$ cat src/rtl/stat_pkg.sv
package stat_pkg;
  localparam int unsigned WORD_W = 32;
  localparam int unsigned LANE_W = 8;
  localparam int unsigned LANES  = WORD_W / LANE_W;
  localparam int unsigned T_BIT  = 5;

  typedef enum logic [1:0] {
    OP_READ    = 2'b00,
    OP_WRITE   = 2'b01,
    OP_RESTORE = 2'b10,
    OP_NONE    = 2'b11
  } op_e;

  localparam logic [4:0] M_USR = 5'b10000;
  localparam logic [4:0] M_FIQ = 5'b10001;
  localparam logic [4:0] M_IRQ = 5'b10010;
  localparam logic [4:0] M_SVC = 5'b10011;
  localparam logic [4:0] M_ABT = 5'b10111;
  localparam logic [4:0] M_UND = 5'b11011;
  localparam logic [4:0] M_SYS = 5'b11111;

  localparam logic [WORD_W-1:0] RESET_WORD = {{(WORD_W-8){1'b0}}, 8'hC0} | {{(WORD_W-5){1'b0}}, M_SVC};

  // Bank slot of a mode; 7 means the mode owns no saved word.
  function automatic logic [2:0] bank_of(input logic [4:0] m);
    case (m)
      M_FIQ:   bank_of = 3'd0;
      M_IRQ:   bank_of = 3'd1;
      M_SVC:   bank_of = 3'd2;
      M_ABT:   bank_of = 3'd3;
      M_UND:   bank_of = 3'd4;
      default: bank_of = 3'd7;
    endcase
  endfunction

  function automatic logic mode_known(input logic [4:0] m);
    mode_known = (m == M_USR) || (m == M_SYS) || (bank_of(m) != 3'd7);
  endfunction

  // Rotate zero-extended byte right by 2*r.
  function automatic logic [WORD_W-1:0] rot_imm(input logic [7:0] b, input logic [3:0] r);
    logic [2*WORD_W-1:0] dbl;
    logic [WORD_W-1:0]   x;
    x   = {{(WORD_W-8){1'b0}}, b};
    dbl = {x, x} >> {r, 1'b0};
    rot_imm = dbl[WORD_W-1:0];
  endfunction
endpackage

$ cat src/rtl/stat_operand.sv
module stat_operand
  import stat_pkg::*;
(
  input  logic              use_imm,
  input  logic [7:0]        imm8,
  input  logic [3:0]        imm_rot,
  input  logic [WORD_W-1:0] reg_val,
  output logic [WORD_W-1:0] src
);
  logic [WORD_W-1:0] imm_word;

  assign imm_word = rot_imm(imm8, imm_rot);
  assign src      = use_imm ? imm_word : reg_val;

  // rotation keeps exactly the bits of the byte
  always_comb begin
    assert_rot_popcount_R5: assert ($countones(imm_word) == $countones(imm8));
  end
endmodule

$ cat src/rtl/stat_lane_merge.sv
module stat_lane_merge
  import stat_pkg::*;
(
  input  logic [WORD_W-1:0] old_word,
  input  logic [WORD_W-1:0] new_word,
  input  logic [LANES-1:0]  mask,
  output logic [WORD_W-1:0] merged
);
  for (genvar k = 0; k < LANES; k++) begin : g_lane
    assign merged[k*LANE_W +: LANE_W] = mask[k] ? new_word[k*LANE_W +: LANE_W]
                                                : old_word[k*LANE_W +: LANE_W];
  end
endmodule

$ cat src/rtl/stat_saved_bank.sv
module stat_saved_bank
  import stat_pkg::*;
#(
  parameter int unsigned NUM_BANKS = 5,
  localparam int unsigned IDX_W    = 3
) (
  input  logic              clk,
  input  logic              rst_n,
  input  logic              wr_en,
  input  logic [IDX_W-1:0]  idx,
  input  logic [WORD_W-1:0] wr_data,
  output logic [WORD_W-1:0] rd_data
);
  logic [WORD_W-1:0] slot [NUM_BANKS];

  for (genvar b = 0; b < NUM_BANKS; b++) begin : g_slot
    always_ff @(posedge clk or negedge rst_n) begin
      if (!rst_n)                             slot[b] <= '0;
      else if (wr_en && idx == IDX_W'(b))     slot[b] <= wr_data;
    end
  end

  always_comb begin
    rd_data = '0;
    for (int b = 0; b < NUM_BANKS; b++)
      if (idx == IDX_W'(b)) rd_data = slot[b];
  end
endmodule

$ cat src/rtl/stat_reg_unit.sv
module stat_reg_unit
  import stat_pkg::*;
#(
  parameter int unsigned NUM_BANKS = 5
) (
  input  logic              clk,
  input  logic              rst_n,
  input  logic              op_valid,
  input  logic [1:0]        op_kind,
  input  logic              sel_saved,
  input  logic [3:0]        fld_mask,
  input  logic              use_imm,
  input  logic [7:0]        imm8,
  input  logic [3:0]        imm_rot,
  input  logic [31:0]       reg_val,
  input  logic [11:0]       pad_lo,
  input  logic [3:0]        pad_hi,
  output logic [31:0]       cur_word,
  output logic [31:0]       rd_data,
  output logic              err
);
  op_e               kind;
  logic [WORD_W-1:0] cur_q, rd_q, src, saved_cur, target_old, merged;
  logic              err_q;
  logic [4:0]        mode;
  logic [2:0]        bidx;
  logic              known, has_saved, needs_saved, pad_bad, t_flip, viol;
  logic              do_read, do_write, do_restore, live;

  assign kind      = op_e'(op_kind);
  assign mode      = cur_q[4:0];
  assign bidx      = bank_of(mode);
  assign known     = mode_known(mode);
  assign has_saved = (bidx != 3'd7);

  stat_operand u_operand (
    .use_imm (use_imm), .imm8 (imm8), .imm_rot (imm_rot),
    .reg_val (reg_val), .src (src)
  );

  stat_saved_bank #(.NUM_BANKS(NUM_BANKS)) u_bank (
    .clk (clk), .rst_n (rst_n), .wr_en (do_write && sel_saved),
    .idx (bidx), .wr_data (merged), .rd_data (saved_cur)
  );

  assign target_old = sel_saved ? saved_cur : cur_q;

  stat_lane_merge u_merge (
    .old_word (target_old), .new_word (src), .mask (fld_mask), .merged (merged)
  );

  // Internal events brought out as named wires
  assign live        = op_valid && (kind != OP_NONE);
  assign needs_saved = ((kind == OP_READ || kind == OP_WRITE) && sel_saved) || (kind == OP_RESTORE);
  assign pad_bad     = (pad_lo != '0) || (pad_hi != 4'hF);
  assign t_flip      = !sel_saved && (merged[T_BIT] != cur_q[T_BIT]);
  assign viol        = live && (!known || (needs_saved && !has_saved) ||
                                (kind == OP_READ && pad_bad) || (kind == OP_WRITE && t_flip));
  assign do_read     = live && !viol && kind == OP_READ;
  assign do_write    = live && !viol && kind == OP_WRITE;
  assign do_restore  = live && !viol && kind == OP_RESTORE;

  always_ff @(posedge clk or negedge rst_n) begin
    if (!rst_n) begin
      cur_q <= RESET_WORD;
      rd_q  <= '0;
      err_q <= 1'b0;
    end else begin
      err_q <= viol;
      if (do_read)                    rd_q  <= target_old;
      if (do_write && !sel_saved)     cur_q <= merged;
      else if (do_restore)            cur_q <= saved_cur;
    end
  end

  assign cur_word = cur_q;
  assign rd_data  = rd_q;
  assign err      = err_q;

  assert_read_result_R2: assert property (@(posedge clk) disable iff (!rst_n)
    do_read |=> rd_q == $past(target_old));

  for (genvar k = 0; k < LANES; k++) begin : g_lane_chk
    assert_lane_kept_R4: assert property (@(posedge clk) disable iff (!rst_n)
      (do_write && !sel_saved && !fld_mask[k]) |=>
        cur_q[k*LANE_W +: LANE_W] == $past(cur_q[k*LANE_W +: LANE_W]));
  end

  assert_saved_refused_R7: assert property (@(posedge clk) disable iff (!rst_n)
    (live && needs_saved && (mode == M_USR || mode == M_SYS)) |=> err_q);

  assert_err_no_change_R7: assert property (@(posedge clk) disable iff (!rst_n)
    err_q |-> cur_q == $past(cur_q));

  assert_t_bit_kept_R8: assert property (@(posedge clk) disable iff (!rst_n)
    (do_write && !sel_saved) |=> cur_q[T_BIT] == $past(cur_q[T_BIT]));

  assert_restore_copy_R9: assert property (@(posedge clk) disable iff (!rst_n)
    do_restore |=> cur_q == $past(saved_cur));

  assert_unknown_mode_R10: assert property (@(posedge clk) disable iff (!rst_n)
    (live && !known) |=> err_q);

  assert_idle_quiet_R11: assert property (@(posedge clk) disable iff (!rst_n)
    !live |=> !err_q && $stable(cur_q) && $stable(rd_q));
endmodule

$ cat config.mk
export PLATFORM = sky130hd
export DESIGN_NAME = stat_reg_unit
export DESIGN_NICKNAME = d
export VERILOG_FILES = /design/src/rtl/stat_pkg.sv /design/src/rtl/stat_operand.sv /design/src/rtl/stat_lane_merge.sv /design/src/rtl/stat_saved_bank.sv /design/src/rtl/stat_reg_unit.sv
export SDC_FILE = /design/constraint.sdc
export NUM_CORES = 1
export LEC_CHECK = 0
export BUFFER_PORTS_ARGS = -buffer_cell sky130_fd_sc_hd__buf_2
export CAP_MARGIN = 10
export CORE_UTILIZATION = 31
export CTS_CLUSTER_DIAMETER = 150
export DETAILED_ROUTE_END_ITERATION = 10
export GPL_ROUTABILITY_DRIVEN = 0
export SLEW_MARGIN = 40
export SYNTH_ARGS = -nofsm -noshare
export SYNTH_HDL_FRONTEND = slang
export SYNTH_SLANG_ARGS = --single-unit
$ cat constraint.sdc
create_clock -name clk -period 2.2 [get_ports clk]
set_input_delay 0 -clock clk [delete_from_list [all_inputs] [get_ports clk]]
set_output_delay 0 -clock clk [all_outputs]
set_load 0.02 [all_outputs]
After elaboration in Yosys (flattened, before gate mapping)
Index checks and enable logic that the tools add are counted. W data, S select, Z words.

Flip-flop bits (word level): 225. Bits in latches: 0. RAM bits: 0. Bits in read-only memories: 0. Input bits: 71. Word-level logic and storage cells: 74. Memories kept: 0.

Add/subtract/negate cells: 0. $mul: 0. Divide/modulo/power cells: 0. Magnitude comparators: 0. Eq/ne operators: 17. Shift-type cells: 1. Multiplexer cells: 14. Bitwise logic cells: 0. Reductions and logical operators: 34.

Operators with widths (count): $mux W32 (9); $shr A40 B5 Y32 (1); $eq A5 B5 Y1 const B (7); $mux W8 (4); $logic_and A1 B1 Y1 (18); $pmux W3 S5 (1); $reduce_bool A12 Y1 (1); $logic_or A1 B1 Y1 (8); $eq A3 B2 Y1 const B (2); $logic_not A1 Y1 (4); $ne A4 B4 Y1 const B (1); $eq A3 B1 Y1 const B (1); $eq A3 B3 Y1 const B (1); $logic_not A3 Y1 (1); $ne A3 B3 Y1 const B (1); $eq A2 B1 Y1 const B (1); $eq A2 B2 Y1 const B (1); $logic_not A2 Y1 (1); $ne A2 B2 Y1 const B (1); $reduce_bool A2 Y1 (1); $ne A1 B1 Y1 (1).

Depth between registers and ports, before layout
Word-level depth: 20. Mapped depth: 10. Gate-level depth less buffers: 6.

By module
From an unflattened synthesis, not the netlist that was laid out.

Cell total of the unflattened synthesis: 994. Area total of the unflattened synthesis: 12182.9 um2.

By module, submodules not included: stat_saved_bank (times used 1, cells each 521, area an instance 7198.2 um2, sequential area each 4003.8 um2); stat_reg_unit (times used 1, cells each 287, area an instance 3442.1 um2, sequential area each 1632.8 um2); stat_operand (times used 1, cells each 150, area an instance 1017.2 um2, sequential area each 0.0 um2); stat_lane_merge (times used 1, cells each 36, area an instance 525.5 um2, sequential area each 0.0 um2).

Least setup slack after synthesis
OpenSTA, ideal clock, no wires.

Kind: register to register. From: reg cur_q[0] (netlist: cur_word[0]). To: reg u_bank.slot[0] in the netlist's numbering. Data arrival time: 2.248 ns. Data required time: 2.056 ns. Setup slack: -0.192 ns. Cell stages (with the launch flop): 8. Buffers on the path: 2. Period minus slack after synthesis: 2.392 ns. Cells stage by stage: dfstp_2 buf_4 clkbuf_1 mux2_2 a221oi_1 nor2_1 o31ai_1 o21ai_0.

Longest elaborated chain between the ends: 20. Elaborated cells on any way between the ends: 38.

Ends and longest elaborated chain: start, declared (line stat_reg_unit.sv:23) `logic [WORD_W-1:0] cur_q, rd_q, src, saved_cur, target_old, merged;`; start signal, assigned (line stat_reg_unit.sv:71) `if (do_write && !sel_saved) cur_q <= merged;`; start signal, assigned (line stat_reg_unit.sv:72) `else if (do_restore) cur_q <= saved_cur;`; $eq A5 B5 Y1 (line stat_pkg.sv:26) `case (m)`; $pmux W3 S5 (line stat_pkg.sv:26); $logic_not A3 Y1 (line stat_saved_bank.sv:26) `if (idx == IDX_W'(b)) rd_data = slot[b];`; $mux W32 (5 in series) (line stat_saved_bank.sv:26); $mux W32 (line stat_reg_unit.sv:46) `assign target_old = sel_saved ? saved_cur : cur_q;`; $mux W8 (line stat_lane_merge.sv:10) `assign merged[k*LANE_W +: LANE_W] = mask[k] ? new_word[k*LANE_W +: LANE_W]`; $ne A1 B1 Y1 (line stat_reg_unit.sv:56) `assign t_flip = !sel_saved && (merged[T_BIT] != cur_q[T_BIT]);`; $logic_and A1 B1 Y1 (line stat_reg_unit.sv:56); $logic_and A1 B1 Y1 (line stat_reg_unit.sv:58) `(kind == OP_READ && pad_bad) || (kind == OP_WRITE && t_flip));`; $logic_or A1 B1 Y1 (line stat_reg_unit.sv:58); $logic_and A1 B1 Y1 (line stat_reg_unit.sv:57) `assign viol = live && (!known || (needs_saved && !has_saved) ||`; $logic_not A1 Y1 (line stat_reg_unit.sv:60) `assign do_write = live && !viol && kind == OP_WRITE;`; $logic_and A1 B1 Y1 (2 in series) (line stat_reg_unit.sv:60); $logic_and A1 B1 Y1 (line stat_reg_unit.sv:42) `.clk (clk), .rst_n (rst_n), .wr_en (do_write && sel_saved),`; $logic_and A1 B1 Y1 (line stat_saved_bank.sv:19) `else if (wr_en && idx == IDX_W'(b)) slot[b] <= wr_data;`; end signal, assigned by index (line stat_saved_bank.sv:19); end, declared (line stat_saved_bank.sv:14) `logic [WORD_W-1:0] slot [NUM_BANKS];`.

Parallel ways exist; a longest one is shown, timed or not. A chain may end at the register's enable or synchronous reset.

Worst setup path after layout
From: reg cur_q[1] (netlist: cur_word[1]). To: reg rd_q[16] (netlist: rd_data[16]).

Longest elaborated chain between the ends: 18. Elaborated cells on any way between the ends: 36.

Ends and longest elaborated chain: $eq A5 B5 Y1 (line stat_pkg.sv:26); $pmux W3 S5 (line stat_pkg.sv:26); $logic_not A3 Y1 (line stat_saved_bank.sv:26); $mux W32 (5 in series) (line stat_saved_bank.sv:26); $mux W32 (line stat_reg_unit.sv:46); $mux W8 (line stat_lane_merge.sv:10); $ne A1 B1 Y1 (line stat_reg_unit.sv:56); $logic_and A1 B1 Y1 (line stat_reg_unit.sv:56); $logic_and A1 B1 Y1 (line stat_reg_unit.sv:58); $logic_or A1 B1 Y1 (line stat_reg_unit.sv:58); $logic_and A1 B1 Y1 (line stat_reg_unit.sv:57); $logic_not A1 Y1 (line stat_reg_unit.sv:59) `assign do_read = live && !viol && kind == OP_READ;`; $logic_and A1 B1 Y1 (2 in series) (line stat_reg_unit.sv:59); end signal, assigned (line stat_reg_unit.sv:70) `if (do_read) rd_q <= target_old;`; end, declared (line stat_reg_unit.sv:23).

Parallel ways exist; a longest one is shown, timed or not.

==> flow_summary.yaml <==
outcome:
  status: "finished, violations left"
  violations: "setup timing"
layout:
  drive_above_1_share: 0.480
  final_util: 0.486
  fin_nets: 1699
  final_common_cell: "dfrtp_1"
  syn2layout_area_growth_pct: 53.0
  final_cell_mix: "dfrtp_1, nand2_1, buf_4"
yosys:
  yosysSeqAreaShare: 0.468
  synth-edff-count: 0
  synth.avg_cell_area_um2: 9.44
  synth.distinct_cells: 75
  synth_top_family_by_area: "compound AO/OA/AOI/OAI gates"
  synth_xor_area_frac: 0
  synth_fp_nets: 1347
  synth-adder-area-share: 0
  yosysWarnings: 0
  synth_compound_area_frac: 0.200
  synth_area_mm2: 0.0120
  ys_seq_elements: 225
  synthMuxAreaShare: 0.103
  synth_cells: 1276
  synth_flop_cell: "dfrtp_1"
  synthArstFlopShare: 1.00
  synthSimpleGateAreaFrac: 0.182
place:
  hpwlAfterDp_um: 31200
  port_buffers: 135
  place_ws_ns: -0.424
sta:
  worstMarginPinSlew_ns: 0.873
  relSlewSlack: 0.403
  setup_slack_ns: -0.278
  fin_setup_tns_ns: -27.39
  whs_ns: 0.0498
  finalCritPeriodShare: 1.13
  fmax_mhz: 404
  hold_viol: 0
  rsz0062_at_grt: "yes"
  period_minus_slack_ns: 2.48
  setup_viol: 204
  skew_ns: 0.0180
  final-max-slew-violation-count: 0
grt:
  grt_pass1_wl_um: 70000
  grt_usage: 0.231
  grt_overflow_total: 0
  grt_antenna_before_repair: 1
  grt_pass1_vias: 11500
  grt_start_max_net_pins: 77
clocking:
  clockBufferDepth: 3
  root_buffer: "clkbuf_16"
  clock_sinks: 225
  insertion_delay_ns: 0.53
  cts_htree_levels: 1
  clkTransAtPathRegs_ns: 0.06
  cts_tree: "done"
  cts_buffers: 24
routing:
  wire_per_inst_um: 22.2
  dr.first_iter.drc_count: 1092
  vias_per_cell: 5.64
  wirelength_um: 48000
  num_vias: 12200
  drtPass1Iterations: 6
  final_antenna_net_count: 0
  drc: 0
setup_path:
  cp-start-kind: "flip-flop"
  crit_path_end_kind: "flip-flop"
  critPathMaxFanout: 5
  crit_type: "reg2reg"
  cp.required_ns: 2.61
  arrival_ns: 2.88
die:
  fp-row-count: 71
  die_h_um: 199
  initial_core_util: 0.317
  die_w_um: 199
  die_area_mm2: 0.0396
  boundaryPins: 136
  core-area_mm2: 0.0379
power_and_ir_drop:
  p_leak_nw: 8.32
  ir_drop_uv: 619
  p_per_area_mw_per_mm2: 513
run:
  max_cap_viol_count: 0
min_path:
  hp-class: "in2reg"
==> final timing paths <==
path | start | depth (start not counted) | end | slack, ns
hold reg to reg | u_bank.slot[25]$_DFFE_PN0P_ | 2 | u_bank.slot[25]$_DFFE_PN0P_ | 0.47
setup / recovery | cur_word[1]$_DFFE_PN1P_ | 8 | rd_data[16]$_DFFE_PN0P_ | -0.28
hold / removal | fld_mask[2] | 3 | cur_word[16]$_DFFE_PN0P_ | 0.05
min in group asynchronous | rst_n | 2 | rd_data[16]$_DFFE_PN0P_ | 0.06
max in group asynchronous | rst_n | 3 | cur_word[4]$_DFFE_PN1P_ | 1.36
setup reg to reg | cur_word[1]$_DFFE_PN1P_ | 8 | rd_data[16]$_DFFE_PN0P_ | -0.28
==> area by class of cell <==
class                   count  area (um2)
diodes                      1        2.50
clock buffers              33         716
clock inverters            11         140
fillers                  3311       19500
inverters                  27         101
multi-input cells         926        7460
flip-flops and latches    225        5640
well taps                 511         639
repair buffers            424        3720
==> what timing repair did <==
item,CTS,global route
hold endpoints to repair,200,0
buffers inserted,45,43
hold buffers,10,0
cloned,5,3
setup endpoints to repair,224,224
pin swaps,105,118
resized for setup,303,217
==> sequential cells by signal, summed over array words and instances (netlist names) <==
register,count
cur_word,32
err,1
rd_data,32
u_bank.slot,160
==> per-stage QoR <==
stage                     power [mW]  instances  instance area (um2)
final                           9.45       2158                18400
after global routing            9.71       2158                18400
after floorplan                 4.55       1276                12100
after detailed placement        4.97       2015                14600
after CTS                       9.41       2114                17300
after global placement          4.97       2015                14600
==> critical path: stages, from the launching register on <==
cell and delay [ns]:
dfstp_2 0.59, buf_12 0.13, buf_6 0.09, a2bb2oi_4 0.15, buf_6 0.13, o311ai_4 0.09, or4_4 0.66, clkbuf_16 0.22
mux2_2 0.27
==> where the power goes <==
group / switching (mW) / internal (mW) / total [mW]
Combinational: 0.572 / 0.342 / 0.913
Clock: 1.75 / 2.63 / 4.38
Sequential: 0.00857 / 4.15 / 4.16
Total: 2.33 / 7.12 / 9.45
==> cells by family after synthesis <==
| logic type | Yosys count |
|---|---|
| AO/OA/AOI/OAI | 347 |
| flip-flops | 225 |
| multiplexers | 114 |
| buffers and inverters | 125 |
| AND/OR/NAND/NOR | 465 |
==> cell usage after synthesis (all sizes together), types with 7 or more instances <==
library cell,count,area share
nand2,250,0.078
dfrtp,220,0.46
o21ai,116,0.050
mux2,70,0.065
a21oi,64,0.027
nor2,62,0.020
clkbuf,51,0.016
buf,47,0.023
mux2i,44,0.037
a211oi,35,0.027
inv,25,0.0078
nor2b,21,0.011
nor3,21,0.012
or3,20,0.010
nand3b,18,0.011
nand3,17,0.0071
and3,16,0.0083
o22ai,16,0.0083
a221o,15,0.012
nand2b,15,0.0078
o221ai,11,0.010
o22a,11,0.0080
a31oi,10,0.0052
or3b,7,0.0053
==> per-layer routing <==
metal,track usage,vias to the layer above,share of wire,wire length (um)
li1,-,5305,-,-
met1,0.312,6038,0.42,19900
met2,0.365,668,0.45,21700
met3,0.0346,154,0.078,3730
met4,0.101,0,0.055,2620
met5,0,-,0,0
No activity file was read; power rests on OpenSTA's default activity.
